**config.mk**
```make
export PLATFORM = sky130hd
export DESIGN_NAME = tlp_mem_target
export DESIGN_NICKNAME = d
export VERILOG_FILES = /design/src/rtl/tlp_tgt_pkg.sv /design/src/rtl/tlp_rx_decode.sv /design/src/rtl/tlp_word_store.sv /design/src/rtl/tlp_cpl_gen.sv /design/src/rtl/tlp_mem_target.sv
export SDC_FILE = /design/constraint.sdc
export NUM_CORES = 2
export LEC_CHECK = 0
export BUFFER_PORTS_ARGS = -buffer_cell sky130_fd_sc_hd__buf_2
export CORE_UTILIZATION = 46
export CTS_CLUSTER_DIAMETER = 120
export DETAILED_ROUTE_END_ITERATION = 10
export GPL_TIMING_DRIVEN = 1
export HOLD_SLACK_MARGIN = 0.03
export PLACE_DENSITY = 0.65
export SLEW_MARGIN = 20
export SYNTH_ARGS = -nofsm -noshare
export SYNTH_HDL_FRONTEND = slang
export SYNTH_SLANG_ARGS = --single-unit
```
**constraint.sdc**
```tcl
create_clock -name clk_i -period 5.8 [get_ports clk_i]
set_input_delay 0.29 -clock clk_i [delete_from_list [all_inputs] [get_ports clk_i]]
set_output_delay 0.29 -clock clk_i [all_outputs]
set_load 0.05 [all_outputs]
```
**src/rtl/tlp_tgt_pkg.sv**
```systemverilog
package tlp_tgt_pkg;
  localparam int DW_W = 32;

  localparam logic [1:0] FMT_3DW_NODATA = 2'b00;
  localparam logic [1:0] FMT_3DW_DATA   = 2'b10;
  localparam logic [4:0] TYPE_MEM       = 5'b00000;
  localparam logic [4:0] TYPE_CPL       = 5'b01010;
  localparam logic [2:0] CPL_STAT_OK    = 3'b000;
  localparam logic [11:0] CPL_BYTES     = 12'd4;

  typedef enum logic [1:0] {REQ_NONE, REQ_WR, REQ_RD} req_kind_e;

  typedef struct packed {
    logic [15:0] rid;
    logic [7:0]  tag;
    logic [6:0]  lo_addr;
  } cpl_ctx_t;

  function automatic req_kind_e classify(logic [DW_W-1:0] dw0);
    logic [1:0] fmt;
    logic [4:0] typ;
    logic [9:0] len;
    fmt = dw0[30:29];
    typ = dw0[28:24];
    len = dw0[9:0];
    if (typ != TYPE_MEM || len != 10'd1) return REQ_NONE;
    if (fmt == FMT_3DW_DATA)   return REQ_WR;
    if (fmt == FMT_3DW_NODATA) return REQ_RD;
    return REQ_NONE;
  endfunction
endpackage

```
**src/rtl/tlp_rx_decode.sv**
```systemverilog
module tlp_rx_decode
  import tlp_tgt_pkg::*;
#(
  parameter int IDX_W = 6
) (
  input  logic             clk_i,
  input  logic             rst_ni,
  input  logic [DW_W-1:0]  rx_data_i,
  input  logic             rx_valid_i,
  input  logic             rx_sop_i,
  input  logic             rx_eop_i,
  input  logic             rx_ready_i,
  output logic             wr_en_o,
  output logic [IDX_W-1:0] wr_idx_o,
  output logic [3:0]       wr_be_o,
  output logic [DW_W-1:0]  wr_data_o,
  output logic             rd_en_o,
  output logic [IDX_W-1:0] rd_idx_o,
  output cpl_ctx_t         ctx_o
);
  localparam int BEAT_W = 3;
  localparam logic [BEAT_W-1:0] BEAT_MAX = BEAT_W'(4);
  localparam logic [BEAT_W-1:0] BEAT_HDR = BEAT_W'(0);
  localparam logic [BEAT_W-1:0] BEAT_ID  = BEAT_W'(1);
  localparam logic [BEAT_W-1:0] BEAT_ADR = BEAT_W'(2);
  localparam logic [BEAT_W-1:0] BEAT_DAT = BEAT_W'(3);

  logic              acc;
  logic [BEAT_W-1:0] beat_q, beat_cur;
  req_kind_e         kind_q, kind_cur;
  logic [15:0]       rid_q;
  logic [7:0]        tag_q;
  logic [3:0]        be_q;
  logic [IDX_W-1:0]  idx_q;

  assign acc      = rx_valid_i & rx_ready_i;
  // a start marker always restarts the parse
  assign beat_cur = rx_sop_i ? BEAT_HDR : beat_q;
  assign kind_cur = (beat_cur == BEAT_HDR) ? classify(rx_data_i) : kind_q;

  always_ff @(posedge clk_i or negedge rst_ni) begin
    if (!rst_ni) begin
      beat_q <= BEAT_HDR;
      kind_q <= REQ_NONE;
      rid_q  <= '0;
      tag_q  <= '0;
      be_q   <= '0;
      idx_q  <= '0;
    end else if (acc) begin
      if (rx_eop_i)                  beat_q <= BEAT_HDR;
      else if (beat_cur != BEAT_MAX) beat_q <= beat_cur + BEAT_W'(1);
      kind_q <= kind_cur;
      if (beat_cur == BEAT_ID) begin
        rid_q <= rx_data_i[31:16];
        tag_q <= rx_data_i[15:8];
        be_q  <= rx_data_i[3:0];
      end
      if (beat_cur == BEAT_ADR) idx_q <= rx_data_i[IDX_W+1:2];
    end
  end

  assign wr_en_o   = acc && rx_eop_i && beat_cur == BEAT_DAT && kind_cur == REQ_WR;
  assign wr_idx_o  = idx_q;
  assign wr_be_o   = be_q;
  assign wr_data_o = rx_data_i;

  assign rd_en_o   = acc && rx_eop_i && beat_cur == BEAT_ADR && kind_cur == REQ_RD;
  assign rd_idx_o  = rx_data_i[IDX_W+1:2];
  assign ctx_o     = '{rid: rid_q, tag: tag_q, lo_addr: {rx_data_i[6:2], 2'b00}};


  wr_framing_chk: assert property (@(posedge clk_i) disable iff (!rst_ni)
    wr_en_o |-> rx_valid_i && rx_eop_i && !rx_sop_i);


  rd_holdoff_chk: assert property (@(posedge clk_i) disable iff (!rst_ni)
    rd_en_o |=> !rx_ready_i);
endmodule

```
**src/rtl/tlp_word_store.sv**
```systemverilog
module tlp_word_store
  import tlp_tgt_pkg::*;
#(
  parameter int DEPTH = 64,
  parameter int IDX_W = $clog2(DEPTH)
) (
  input  logic             clk_i,
  input  logic             rst_ni,
  input  logic             wr_en_i,
  input  logic [IDX_W-1:0] wr_idx_i,
  input  logic [3:0]       wr_be_i,
  input  logic [DW_W-1:0]  wr_data_i,
  input  logic [IDX_W-1:0] rd_idx_i,
  output logic [DW_W-1:0]  rd_data_o
);
  localparam int LANES = DW_W / 8;

  for (genvar b = 0; b < LANES; b++) begin : g_lane
    logic [7:0] lane_q [DEPTH];

    always_ff @(posedge clk_i or negedge rst_ni) begin
      if (!rst_ni) begin
        for (int i = 0; i < DEPTH; i++) lane_q[i] <= '0;
      end else if (wr_en_i && wr_be_i[b]) begin
        lane_q[wr_idx_i] <= wr_data_i[8*b +: 8];
      end
    end

    assign rd_data_o[8*b +: 8] = lane_q[rd_idx_i];
  end
endmodule

```
**src/rtl/tlp_cpl_gen.sv**
```systemverilog
module tlp_cpl_gen
  import tlp_tgt_pkg::*;
#(
  parameter logic [15:0] CPL_ID = 16'h0100
) (
  input  logic            clk_i,
  input  logic            rst_ni,
  input  logic            load_i,
  input  cpl_ctx_t        ctx_i,
  input  logic [DW_W-1:0] data_i,
  output logic [DW_W-1:0] tx_data_o,
  output logic            tx_valid_o,
  output logic            tx_sop_o,
  output logic            tx_eop_o,
  input  logic            tx_ready_i,
  output logic            busy_o
);
  localparam int BEATS = 4;
  localparam int CNT_W = $clog2(BEATS);
  localparam logic [CNT_W-1:0] LAST = CNT_W'(BEATS - 1);

  localparam logic [DW_W-1:0] HDR0 = {1'b0, FMT_3DW_DATA, TYPE_CPL, 14'h0, 10'd1};
  localparam logic [DW_W-1:0] HDR1 = {CPL_ID, CPL_STAT_OK, 1'b0, CPL_BYTES};

  logic             busy_q;
  logic [CNT_W-1:0] beat_q;
  cpl_ctx_t         ctx_q;
  logic [DW_W-1:0]  data_q;

  always_ff @(posedge clk_i or negedge rst_ni) begin
    if (!rst_ni) begin
      busy_q <= 1'b0;
      beat_q <= '0;
      ctx_q  <= '0;
      data_q <= '0;
    end else if (!busy_q) begin
      if (load_i) begin
        busy_q <= 1'b1;
        beat_q <= '0;
        ctx_q  <= ctx_i;
        data_q <= data_i;
      end
    end else if (tx_ready_i) begin
      if (beat_q == LAST) busy_q <= 1'b0;
      beat_q <= beat_q + CNT_W'(1);
    end
  end

  always_comb begin
    unique case (beat_q)
      2'd0:    tx_data_o = HDR0;
      2'd1:    tx_data_o = HDR1;
      2'd2:    tx_data_o = {ctx_q.rid, ctx_q.tag, 1'b0, ctx_q.lo_addr};
      default: tx_data_o = data_q;
    endcase
  end

  assign tx_valid_o = busy_q;
  assign tx_sop_o   = busy_q && beat_q == '0;
  assign tx_eop_o   = busy_q && beat_q == LAST;
  assign busy_o     = busy_q;


  stall_hold_chk: assert property (@(posedge clk_i) disable iff (!rst_ni)
    tx_valid_o && !tx_ready_i |=> tx_valid_o && $stable(tx_data_o) && $stable(tx_sop_o));


  sop_first_chk: assert property (@(posedge clk_i) disable iff (!rst_ni)
    $rose(tx_valid_o) |-> tx_sop_o && !tx_eop_o);


  eop_close_chk: assert property (@(posedge clk_i) disable iff (!rst_ni)
    tx_valid_o && tx_eop_o && tx_ready_i |=> !tx_valid_o);


  sop_eop_excl_chk: assert property (@(posedge clk_i) disable iff (!rst_ni)
    !(tx_sop_o && tx_eop_o));
endmodule

```
**src/rtl/tlp_mem_target.sv**
```systemverilog
module tlp_mem_target
  import tlp_tgt_pkg::*;
#(
  parameter int          DEPTH  = 64,
  parameter logic [15:0] CPL_ID = 16'h0100
) (
  input  logic        clk_i,
  input  logic        rst_ni,
  input  logic [31:0] rx_data_i,
  input  logic        rx_valid_i,
  input  logic        rx_sop_i,
  input  logic        rx_eop_i,
  output logic        rx_ready_o,
  output logic [31:0] tx_data_o,
  output logic        tx_valid_o,
  output logic        tx_sop_o,
  output logic        tx_eop_o,
  input  logic        tx_ready_i
);
  localparam int IDX_W = $clog2(DEPTH);

  logic             wr_en, rd_en, cpl_busy;
  logic [IDX_W-1:0] wr_idx, rd_idx;
  logic [3:0]       wr_be;
  logic [DW_W-1:0]  wr_data, rd_data;
  cpl_ctx_t         ctx;

  assign rx_ready_o = !cpl_busy;

  tlp_rx_decode #(.IDX_W(IDX_W)) i_decode (
    .clk_i      (clk_i),
    .rst_ni     (rst_ni),
    .rx_data_i  (rx_data_i),
    .rx_valid_i (rx_valid_i),
    .rx_sop_i   (rx_sop_i),
    .rx_eop_i   (rx_eop_i),
    .rx_ready_i (rx_ready_o),
    .wr_en_o    (wr_en),
    .wr_idx_o   (wr_idx),
    .wr_be_o    (wr_be),
    .wr_data_o  (wr_data),
    .rd_en_o    (rd_en),
    .rd_idx_o   (rd_idx),
    .ctx_o      (ctx)
  );

  tlp_word_store #(.DEPTH(DEPTH), .IDX_W(IDX_W)) i_store (
    .clk_i     (clk_i),
    .rst_ni    (rst_ni),
    .wr_en_i   (wr_en),
    .wr_idx_i  (wr_idx),
    .wr_be_i   (wr_be),
    .wr_data_i (wr_data),
    .rd_idx_i  (rd_idx),
    .rd_data_o (rd_data)
  );

  tlp_cpl_gen #(.CPL_ID(CPL_ID)) i_cpl (
    .clk_i      (clk_i),
    .rst_ni     (rst_ni),
    .load_i     (rd_en),
    .ctx_i      (ctx),
    .data_i     (rd_data),
    .tx_data_o  (tx_data_o),
    .tx_valid_o (tx_valid_o),
    .tx_sop_o   (tx_sop_o),
    .tx_eop_o   (tx_eop_o),
    .tx_ready_i (tx_ready_i),
    .busy_o     (cpl_busy)
  );


  rd_while_busy_chk: assert property (@(posedge clk_i) disable iff (!rst_ni)
    rd_en |-> !tx_valid_o);
endmodule

```
# Yosys cells after proc, flatten, opt, wreduce, memory -nomap -nowiden
# Cells that the tools add are included.
[totals]
reg_bits = 2151
wordCells = 356
output_inout_bits = 36
[op_classes]
bitwise = 4
addsub = 2
n_lt_le_gt_ge = 3
n_eq_ne = 12
n_reduce_logical = 25
n_mux = 42
[ops]
columns = ["operator", "count"]
rows = [
  ["$bwmux W512", 4],
  ["$bmux W8 S6", 4],
  ["$pmux W32 S3", 1],
  ["$mux W8", 9],
  ["$demux W8 S6", 1],
  ["$mux W2", 10],
  ["$ge A7 B7 Y1 const B", 2],
  ["$not A6 Y7", 2],
  ["$logic_and A1 B1 Y1", 12],
  ["$mux W1", 10],
  ["$ne A10 B1 Y1 const B", 1],
  ["$reduce_and A2 Y1", 5],
  ["$mux W3", 3],
  ["$eq A2 B2 Y1 const B", 4],
  ["$lt A7 B1 Y1 const B", 1],
  ["$eq A3 B2 Y1 const B", 2],
  ["$reduce_bool A5 Y1", 1],
  ["$eq A2 B1 Y1 const B", 2],
  ["$logic_not A2 Y1", 2],
  ["$reduce_bool A2 Y1", 2],
  ["$add A3 B1 Y3 const B", 1],
  ["$eq A3 B1 Y1 const B", 1],
  ["$logic_not A3 Y1", 1],
  ["$ne A3 B3 Y1 const B", 1],
  ["6 further kinds", 6],
]

# Longest topological paths before layout
[logic_depth]
depth_word = 14
ltp_mapped = 11
depth_no_buf = 8

# By module
# A second synthesis with hierarchy kept.
[unflattened]
hier_cells = 6387
hier_area_um2 = 98702.2
[by_module_without_submodules]
columns = ["mod", "seq_area_each_um2", "cells_per_inst", "n_inst", "area_per_inst_um2"]
rows = [
  ["tlp_word_store", 51249.2, 5996, 1, 93394.6],
  ["tlp_cpl_gen", 1651.6, 221, 1, 3249.4],
  ["tlp_rx_decode", 975.9, 169, 1, 2054.5],
  ["tlp_mem_target", 0.0, 1, 1, 3.8],
]

# Least setup slack after synthesis
# No wires, ideal clock.
[synth_timing]
kind = "register to output"
startpoint = "register i_cpl.beat_q[0]"
endpoint = "output port tx_data_o[12]"
stages_incl_launch_ff = 7
setup_slack_ns = 3.141
path_buffers = 2
arrival_ns = 2.369
path_cell_list = "dfrtp_1 > inv_1 > ha_1 > clkbuf_1 > buf_1 > nand2_1 > o21ai_0"
[synth_via]
elab_chain_cells = 2
elab_cells_between_ends = 4
classes_between = "eq/ne: 2; mux: 1; reduce/logical: 1"
[synth_lines]
columns = ["item", "line", "text"]
rows = [
  ["from (decl)", "tlp_cpl_gen.sv:26", "logic [CNT_W-1:0] beat_q;"],
  ["from (signal assigned)", "tlp_cpl_gen.sv:45", "beat_q <= beat_q + CNT_W'(1);"],
  ["$eq A2 B2 Y1 (tied with other cells)", "tlp_cpl_gen.sv:50", "unique case (beat_q)"],
  ["$pmux W32 S3 (*)", "tlp_cpl_gen.sv:50", ""],
  ["to (decl)", "tlp_mem_target.sv:14", "output logic [31:0] tx_data_o,"],
]
# Every way passes the cells marked *; elsewhere a longest branch is shown, timed or not.

# Final worst setup path
[layout_timing]
startpoint = "register i_cpl.beat_q[0]"
endpoint = "output port tx_data_o[24]"
# Same word-level chain as after synthesis.

==> impl_metrics.env <==
export IMPL_status="complete, no violations"
export IMPL_cts_htree_levels=4
export IMPL_critical_path_class="reg2out"
export IMPL_multiInputGateArea_um2=45900
export IMPL_final_setup_viol_count=0
export IMPL_rows=172
export IMPL_worst_slack_ps=1590
export IMPL_worstMarginPinSlew_ps=1230
export IMPL_postCtsSetupBuffers=0
export IMPL_first_pass_iters=7
export IMPL_r2r_worst_path_cells=8
export IMPL_skew_ps=43.9
export IMPL_clockPowerShare_pct=45.8
export IMPL_initial_core_util_pct=46.4
export IMPL_clkLatencyLatePin_ps=900
export IMPL_syn_avg_cell_area_um2=15.0
export IMPL_max_cap_violations=0
export IMPL_via_per_inst=6.06
export IMPL_comb_power_share_pct=7.3
export IMPL_p_switching_mw=8.29
export IMPL_first_global_vias=61700
export IMPL_timing_rr_end="i_store.g_lane[0].lane_q[18]"
export IMPL_use_met3_pct=4.87
export IMPL_final_nets=6755
export IMPL_gr_max_usage_layer="met2"
export IMPL_critPathCaptureType="output pin"
export IMPL_dpl_hpwl_um=182000
export IMPL_vdd_drop_max_mv=0.282
export IMPL_r2r_start="i_decode.beat_q[0]"
export IMPL_crit_start="i_cpl.beat_q[0]"
export IMPL_netSwitchingFraction_pct=25.4
export IMPL_cts_num_sinks=2151
export IMPL_grtUsageTotal_pct=26.1
export IMPL_fin_crit_ps=4210
export IMPL_synth_net_count=6829
export IMPL_crit_path_max_fanout=19
export IMPL_cts_buffers=227
export IMPL_clk_path_buf_depth=3
export IMPL_arrival_ps=3920
export IMPL_fmax_mhz=238
export IMPL_synth_edf_count=0
export IMPL_pin_count=74
export IMPL_placed_cell_area_um2=106000
export IMPL_vias=59700
export IMPL_tns_ps=0
export IMPL_die_area_um2=224000
export IMPL_yosys_register_bits=2151
export IMPL_final_area_um2=114000
export IMPL_final_util_pct=51.6
export IMPL_tritoncts="built"
export IMPL_grt_max_degree=172
export IMPL_grt_setup_unrepaired="false"
export IMPL_seq_area_frac_synth_pct=52.8
export IMPL_pwr_share_seq_pct=46.9
export IMPL_cp_data_required_time_ps=5510
export IMPL_place_ws_ps=1570
export IMPL_syn_inst=6781
export IMPL_use_met2_pct=40.6
export IMPL_globalRouteMet1Util_pct=36.0
export IMPL_fillers=18200
export IMPL_antenna_found_initial=5
export IMPL_syn_to_final_growth_pct=11.4
export IMPL_dieWidth_um=473
export IMPL_period_share_pct=72.6
export IMPL_drtAntennaViolNets=0
export IMPL_drc_errors=0
export IMPL_crit_end="tx_data_o[24]"
export IMPL_cts_root_buffer="clkbuf_16"
export IMPL_power_per_cell_area_nw_per_um2=288
export IMPL_wl_per_cell_um=29.3
export IMPL_final_cells=9859
export IMPL_hold_path_class="in2reg"
export IMPL_gp_congestion=0.851
export IMPL_io_buffer_count=73
export IMPL_cellLeakagePower_nw=57.3
export IMPL_overflow=0
export IMPL_core_um2=220000
export IMPL_clk_pin_slew_worst_paths_ps=60
export IMPL_syn_cell_area_um2=102000
export IMPL_slew_headroom_pct=17.9
export IMPL_die_h_um=473
export IMPL_synth_cell_types=47
export IMPL_routed_wl_um=289000
export IMPL_power_internal_mw=24.4
export IMPL_yosysWarningCount=0
export IMPL_async_flop_share_pct=100
export IMPL_startpoint_type="flop"
export IMPL_finalMaxSlewViolations=0
export IMPL_dp_cells=9422
export IMPL_seqCellArea_um2=53800
export IMPL_grt_pass1_wl_um=431000
export IMPL_drive_gt1_share_pct=42.7
export IMPL_rrSetupSlack_ps=1640
export IMPL_finalHoldViolCount=0
export IMPL_synthFlopType="dfrtp_1"
export IMPL_first_iter_violations=4868
## worst min path at each step
stage / startpoint / endpoint / cells past startpoint
after floorplan: rst_ni / i_cpl.beat_q[0] / 0
after global placement: rst_ni / i_store.g_lane[3].lane_q[221] / 1
after detailed placement: rst_ni / i_store.g_lane[3].lane_q[221] / 1
after CTS: rx_data_i[3] / i_store.g_lane[0].lane_q[491] / 2
after global routing: rx_data_i[3] / i_store.g_lane[0].lane_q[499] / 2
final: rx_data_i[3] / i_store.g_lane[0].lane_q[331] / 2
## layout make-up
type | instances | area share (%)
tap | 2958 | 3.26
clock inverter | 77 | 0.833
timing repair buffer | 254 | 1.99
clock buffer | 342 | 6.02
sequential | 2151 | 47.4
inverter | 10 | 0.0331
multi-input combinational | 4063 | 40.4
antenna | 4 | 0.00882
## synth_stat cells (all sizes together), types with 5 or more instances
library cell	count	share of area, %
nand3b	11	0.081
a21oi	69	0.34
nor2	173	0.64
inv	9	0.033
ha	10	0.12
nor2b	7	0.043
clkbuf	348	1.3
mux2i	390	3.8
nand4	257	4.7
and2	7	0.043
a41o	64	0.63
buf	209	1.1
dfrtp	2151	53
a31oi	33	0.20
a211o	6	0.052
nand2	256	0.94
mux4	353	7.8
mux2	2109	23
a22oi	65	0.48
or3b	5	0.043
o22ai	97	0.60
nand3	11	0.054
a21o	25	0.18
o221ai	26	0.22
o21ai	72	0.35
## worst max-delay path, stage by stage, from the launching register on
cell and delay [ps]:
dfrtp_1 460, inv_1 120, ha_2 850, a21oi_1 320, o21ai_0 780, buf_2 400
## kinds of logic (layout without fill, tap and decap cells)
family,Yosys count,after routing,share of synthesized area (%)
buffers and inverters,567,683,2.45
adder cells (fa/ha/maj),10,10,0.123
flip-flops,2151,2151,52.8
AND/OR/NAND/NOR,737,737,6.58
AO/OA/AOI/OAI,464,464,3.13
other,0,4,0
multiplexers,2852,2852,34.9
## timing repair
action                                  CTS  global route
hold endpoints to repair                776             0
endpoints found under the setup margin    0             0
gates resized for setup                   0             0
hold buffers                             14             0
## registers in the layout, indices dropped and copies added (netlist names)
signal,count
i_store.g_lane.lane_q,2048
i_cpl.data_q,32
i_cpl.ctx_q,29
i_decode.rid_q,16
i_decode.tag_q,8
i_decode.wr_idx_o,6
i_decode.wr_be_o,4
i_decode.beat_q,3
i_cpl.beat_q,2
i_decode.kind_q,2
i_cpl.busy_o,1
## per-layer routing
metal  share of wire (%)  routed length [um]  vias to the layer above
met2                  47              135000                     1481
met1                  43              125000                    32500
met5                0.14                 414                        -
met4                 4.2               12200                        9
met3                 5.6               16300                      460
li1                    -                   -                    25300
## metrics by stage
| step | total power [mW] | hold WS [ps] |
|---|---|---|
| 6_report | 32.7 | 117 |
| 2_1_floorplan | 16.7 | -5.59 |
| 3_5_place_dp | 18.0 | 287 |
| 4_1_cts | 32.9 | 73.8 |
| 3_3_place_gp | 17.9 | 272 |
| 5_1_grt | 33.6 | 117 |
## power groups by stage
stage / sequential, mW / clock (mW) / combinational (mW)
after CTS: 15.3 / 15.2 / 2.38
after global placement: 15.6 / 0 / 2.32
after global routing: 15.3 / 15.8 / 2.49
final: 15.3 / 15.0 / 2.39
after floorplan: 15.4 / 0 / 1.35
after detailed placement: 15.6 / 0 / 2.36
## placed cells by master, fill, tap and decap left out, types with 13 or more instances in the layout
master	n
dfrtp_1	2147
mux2_2	1658
mux2_1	451
mux2i_1	390
mux4_2	353
nand2_1	255
clkbuf_16	230
nand4_4	187
buf_4	134
nor2_1	121
o22ai_1	97
o21ai_0	72
a21oi_1	69
buf_2	67
clkbuf_8	66
a22oi_1	65
a41o_1	64
nand4_2	55
clkbuf_1	46
clkinv_2	43
nor2_2	42
buf_12	35
a31oi_1	33
o221ai_1	26
a21o_1	25
nand4_1	15
bufinv_16	15
dlygate4sd3_1	13
Note: power is estimated with default switching activity, not from simulation.
